<file path="src/rtl/octal_xcvr_pkg.sv">
package octal_xcvr_pkg;

  // Strobes from the control decode to the datapath, one pair per direction
  typedef struct packed {
    logic abLoad;   // A-to-B bank open (follows aIn, written each clock)
    logic abDrive;  // B port driven
    logic baLoad;   // B-to-A bank open
    logic baDrive;  // A port driven
  } xcvrStrobes_t;

endpackage

</file>
<file path="src/rtl/xcvr_ctrl.sv">
module xcvr_ctrl
  import octal_xcvr_pkg::*;
(
  input  logic         eabN,
  input  logic         leabN,
  input  logic         oeabN,
  input  logic         ebaN,
  input  logic         lebaN,
  input  logic         oebaN,
  output xcvrStrobes_t strobes
);

  // The direction enable gates both loading and driving
  always_comb begin
    strobes.abLoad  = ~eabN & ~leabN;
    strobes.abDrive = ~eabN & ~oeabN;
    strobes.baLoad  = ~ebaN & ~lebaN;
    strobes.baDrive = ~ebaN & ~oebaN;
  end

endmodule

</file>
<file path="src/rtl/xcvr_latch_bank.sv">
module xcvr_latch_bank #(
  parameter int WIDTH = 8
) (
  input  logic             clk,
  input  logic             rstN,
  input  logic             load,
  input  logic             drive,
  input  logic [WIDTH-1:0] dIn,
  output logic [WIDTH-1:0] dOut,
  output logic [WIDTH-1:0] store
);

  logic [WIDTH-1:0] passQ;

  always_ff @(posedge clk or negedge rstN) begin
    if (!rstN)     store <= '0;
    else if (load) store <= dIn;
  end

  // Open bank passes input straight through; closed bank shows its store
  always_comb begin
    passQ = load ? dIn : store;
    dOut  = drive ? ~passQ : '0;
  end

endmodule

</file>
<file path="src/rtl/xcvr_datapath.sv">
module xcvr_datapath
  import octal_xcvr_pkg::*;
#(
  parameter int WIDTH = 8
) (
  input  logic             clk,
  input  logic             rstN,
  input  xcvrStrobes_t     strobes,
  input  logic [WIDTH-1:0] aIn,
  input  logic [WIDTH-1:0] bIn,
  output logic [WIDTH-1:0] aOut,
  output logic [WIDTH-1:0] bOut,
  output logic [WIDTH-1:0] abStore,
  output logic [WIDTH-1:0] baStore
);

  xcvr_latch_bank #(.WIDTH(WIDTH)) u_abBank (
    .clk  (clk),
    .rstN (rstN),
    .load (strobes.abLoad),
    .drive(strobes.abDrive),
    .dIn  (aIn),
    .dOut (bOut),
    .store(abStore)
  );

  xcvr_latch_bank #(.WIDTH(WIDTH)) u_baBank (
    .clk  (clk),
    .rstN (rstN),
    .load (strobes.baLoad),
    .drive(strobes.baDrive),
    .dIn  (bIn),
    .dOut (aOut),
    .store(baStore)
  );

endmodule

</file>
<file path="src/rtl/octal_latch_xcvr.sv">
module octal_latch_xcvr
  import octal_xcvr_pkg::*;
#(
  parameter int WIDTH = 8
) (
  input  logic             clk,
  input  logic             rstN,
  input  logic             eabN,
  input  logic             leabN,
  input  logic             oeabN,
  input  logic             ebaN,
  input  logic             lebaN,
  input  logic             oebaN,
  input  logic [WIDTH-1:0] aIn,
  output logic [WIDTH-1:0] aOut,
  output logic             aOe,
  input  logic [WIDTH-1:0] bIn,
  output logic [WIDTH-1:0] bOut,
  output logic             bOe
);

  xcvrStrobes_t     strobes;
  logic [WIDTH-1:0] abStore;
  logic [WIDTH-1:0] baStore;

  xcvr_ctrl u_ctrl (
    .eabN   (eabN),
    .leabN  (leabN),
    .oeabN  (oeabN),
    .ebaN   (ebaN),
    .lebaN  (lebaN),
    .oebaN  (oebaN),
    .strobes(strobes)
  );

  xcvr_datapath #(.WIDTH(WIDTH)) u_path (
    .clk    (clk),
    .rstN   (rstN),
    .strobes(strobes),
    .aIn    (aIn),
    .bIn    (bIn),
    .aOut   (aOut),
    .bOut   (bOut),
    .abStore(abStore),
    .baStore(baStore)
  );

  assign bOe = strobes.abDrive;
  assign aOe = strobes.baDrive;

endmodule

</file>
<file path="config.mk">
export PLATFORM = sky130hd
export DESIGN_NAME = octal_latch_xcvr
export DESIGN_NICKNAME = d
export VERILOG_FILES = /design/src/rtl/octal_xcvr_pkg.sv /design/src/rtl/xcvr_ctrl.sv /design/src/rtl/xcvr_latch_bank.sv /design/src/rtl/xcvr_datapath.sv /design/src/rtl/octal_latch_xcvr.sv
export SDC_FILE = /design/constraint.sdc
export NUM_CORES = 1
export LEC_CHECK = 0
export ABC_AREA = 1
export BUFFER_PORTS_ARGS = -buffer_cell sky130_fd_sc_hd__buf_2
export CELL_PAD_IN_SITES_DETAIL_PLACEMENT = 0
export CELL_PAD_IN_SITES_GLOBAL_PLACEMENT = 2
export CORE_AREA = 2 2 62 64
export CTS_CLUSTER_SIZE = 24
export DETAILED_ROUTE_END_ITERATION = 10
export DIE_AREA = 0 0 64 66
export HOLD_SLACK_MARGIN = 0.06
export PLACE_DENSITY_LB_ADDON = 0.25
export SLEW_MARGIN = 10
export SYNTH_ARGS = -nofsm -noshare
export SYNTH_HDL_FRONTEND = slang
export SYNTH_SLANG_ARGS = --single-unit
</file>
<file path="constraint.sdc">
create_clock -name clk -period 2.05 [get_ports clk]
set_clock_uncertainty 0.2 [all_clocks]
set_input_delay 0.615 -clock clk [delete_from_list [all_inputs] [get_ports clk]]
set_output_delay 0.615 -clock clk [all_outputs]
set_load 0.05 [all_outputs]
</file>
==> summary.md <==
| Metric | Value |
|---|---|
| Status | finished, violations left |
| Failing checks | negative setup slack |
| # setup viols final | 18 |
| Routed WL | 2619 um |
| Design Power | 1065 uW |
| N_diodes | 0 |
| Layout cells sized above 1 | 82.63% |
| Hold Path Class | register to register |
| Yosys reg bits | 16 |
| Lkg Pwr | 0.0008548 uW |
| Syn Inst Count | 90 |
| Tot GR Track Use | 13.73% |
| Die Y | 66 um |
| Period Utilization, post-route | 106.4% |
| Synth Area per Inst | 8.758 sq um |
| Maximum vdd drop | 0.2414 mV |
| Num CTS Buffers | 3 |
| Vias in the first global route | 969 |
| RePlAce Congestion | 0.6573 |
| Grt total ovfl | 0 |
| Clk_lat worst skew | 0.28 ns |
| R2R setup slack | 0.82 ns |
| Hold Crit Start | u_path.u_baBank.store[2] |
| Fmax | 458.5 MHz |
| Initial DRC Count | 16 |
| Most frequent cells in the layout | buf_4 (27), nand2_2 (20), nor2_4 (18), buf_2 (18), dfrtp_1 (16) |
| Largest net degree at the start of global routing | 17 |
| Syn_nets | 114 |
| Initial antenna violation count | 0 |
| DRC viols | 0 |
| First-pass GRT wire length | 4505 um |
| Clock sinks | 16 |
| Bufs on Longest Clock Path | 2 |
| Final min period | 2.181 ns |
| Worst Path Required | 1.23 ns |
| Worst-path clk slew | 0.09 ns |
| Relative slew slack | 76.50% |
| Post-DR vias/cell | 4.191 |
| Critical-path maximum fanout | 7 |
| Final Hold Violating Endpoints | 0 |
| Yosys warning total | 0 |
| Slew @ Worst Pin | 0.3525 ns |
| RSZ-0062 raised after global routing | yes |
| CTS H-tree lvls | 1 |
| Commonest non-fill, non-tap cell in the layout | buf_4 |
| Area of the core | 0.003551 sq mm |
| Post-detail-place hpwl | 1543 um |
| CTS tree | yes |
| Die ar. | 0.004224 sq mm |
| Initial Utilization | 22.20% |
| CP Data Arrival Time | 1.37 ns |
| Final setup TNS | -1.521 ns |
| DIE WIDTH | 64 um |
| Critical path class | primary input to output port |
| DR WL/cell | 12.18 um |
| Root Buffer | clkbuf_4 |
| Worst Hold End | u_path.u_baBank.store[2] |
| CP Capture Type | output port |
| R2r endpoint | u_path.u_abBank.store[6] |
| Post-layout util | 52.40% |
| Post-Syn Area | 788.3 sq um |
| Via Count | 901 |
| RR Startpoint | u_path.u_abBank.store[6] |
| PnR worst setup slack | -0.1312 ns |
| Nets | 192 |
| Cell row count | 22 |
| First-pass DRT Iterations | 3 |
| DP Worst Slack | -0.3107 ns |
| Layout area overhead | 136.0% |
| Number of max-cap violations | 0 |
| R2r worst-path depth | 5 |
| I/O pin count | 42 |
| Slew Viols, Final | 0 |
| CP startpoint kind | primary input |
| Detail Route Antenna Nets | 0 |
| Register area share after synthesis | 50.79% |
| Distinct cells, synth | 8 |
| I/O Buffers | 41 |
| PD cells | 572.3 mW/mm^2 |
| WHS Path Cells | 2 |
-- worst max path at each step --
stage / startpoint / endpoint / slack [ns]
after floorplan: ebaN / aOut[0] / -0.15
after global placement: ebaN / aOut[4] / -0.31
after detailed placement: ebaN / aOut[4] / -0.31
after CTS: leabN / bOut[7] / -0.10
after global routing: eabN / bOut[7] / -0.16
final: eabN / bOut[0] / -0.13
-- final cells by class --
class	count	area [sq um]
fillers	339	1690
repair buffers	75	752.0
multi-input cells	70	596.8
flip-flops and latches	16	400.4
well taps	48	60.06
clock buffers	4	36.28
inverters	2	15.01
-- flip-flops by register name, summed over array words and instances (netlist names) --
| signal | flops |
|---|---|
| u_path.u_abBank.store | 8 |
| u_path.u_baBank.store | 8 |
-- worst max-delay path, cell delays in order --
cell and delay [ns]:
buf_12 0.11, nor2_4 0.15, buf_12 0.15, nand2_2 0.06, nand2_2 0.09, nor2_4 0.04
buf_6 0.15
-- cells in the mapped netlist --
master | instances | area (sq um)
buf_6 | 4 | 45.04
dfrtp_1 | 16 | 400.4
inv_1 | 2 | 7.510
nand2_1 | 32 | 120.1
nor2_2 | 16 | 100.1
nor2_4 | 2 | 22.52
o21ai_0 | 16 | 80.08
or2_1 | 2 | 12.51
-- report_power, final --
group / total, uW / internal (uW) / switching, uW
sequential: 372 / 354 / 17.9
combinational: 485 / 241 / 244
clock: 208 / 108 / 99.5
-- metrics by stage --
step	cell area, sq um	hold WS (ns)	std cells
after floorplan	890.9	0.1194	90
after global placement	1219	0.3332	188
after detailed placement	1219	0.3448	188
after CTS	1742	0.3506	211
after global routing	1861	0.3729	215
final	1861	0.3417	215
-- logic make-up (layout without fill, tap and decap cells) --
group	after synthesis	count (layout)	synth area share (%)
flops	16	16	50.79
simple gates	52	54	32.38
compound gates	16	16	10.16
buf+inv	6	81	6.667
-- metal layers --
layer / vias to the layer above / part of all wire, % / wire length (um) / track usage [%]
li1: 447 / - / - / -
met1: 438 / 43 / 1116 / 17.80
met2: 14 / 54 / 1416 / 23.44
met3: 2 / 2.3 / 59 / 1.704
met4: 0 / 1.0 / 27 / 4.891
met5: - / 0 / 0 / 0
-- timing repair --
| item | 4_1_cts | 5_1_grt |
|---|---|---|
| hold buffers | 1 | 0 |
| pin swaps | 50 | 9 |
| hold endpoints to repair | 16 | 0 |
| cloned | 5 | 0 |
| setup endpoints to repair | 18 | 18 |
| buffers inserted | 15 | 4 |
| gates resized for setup | 106 | 21 |
Note: power is estimated with default switching activity, not from simulation.
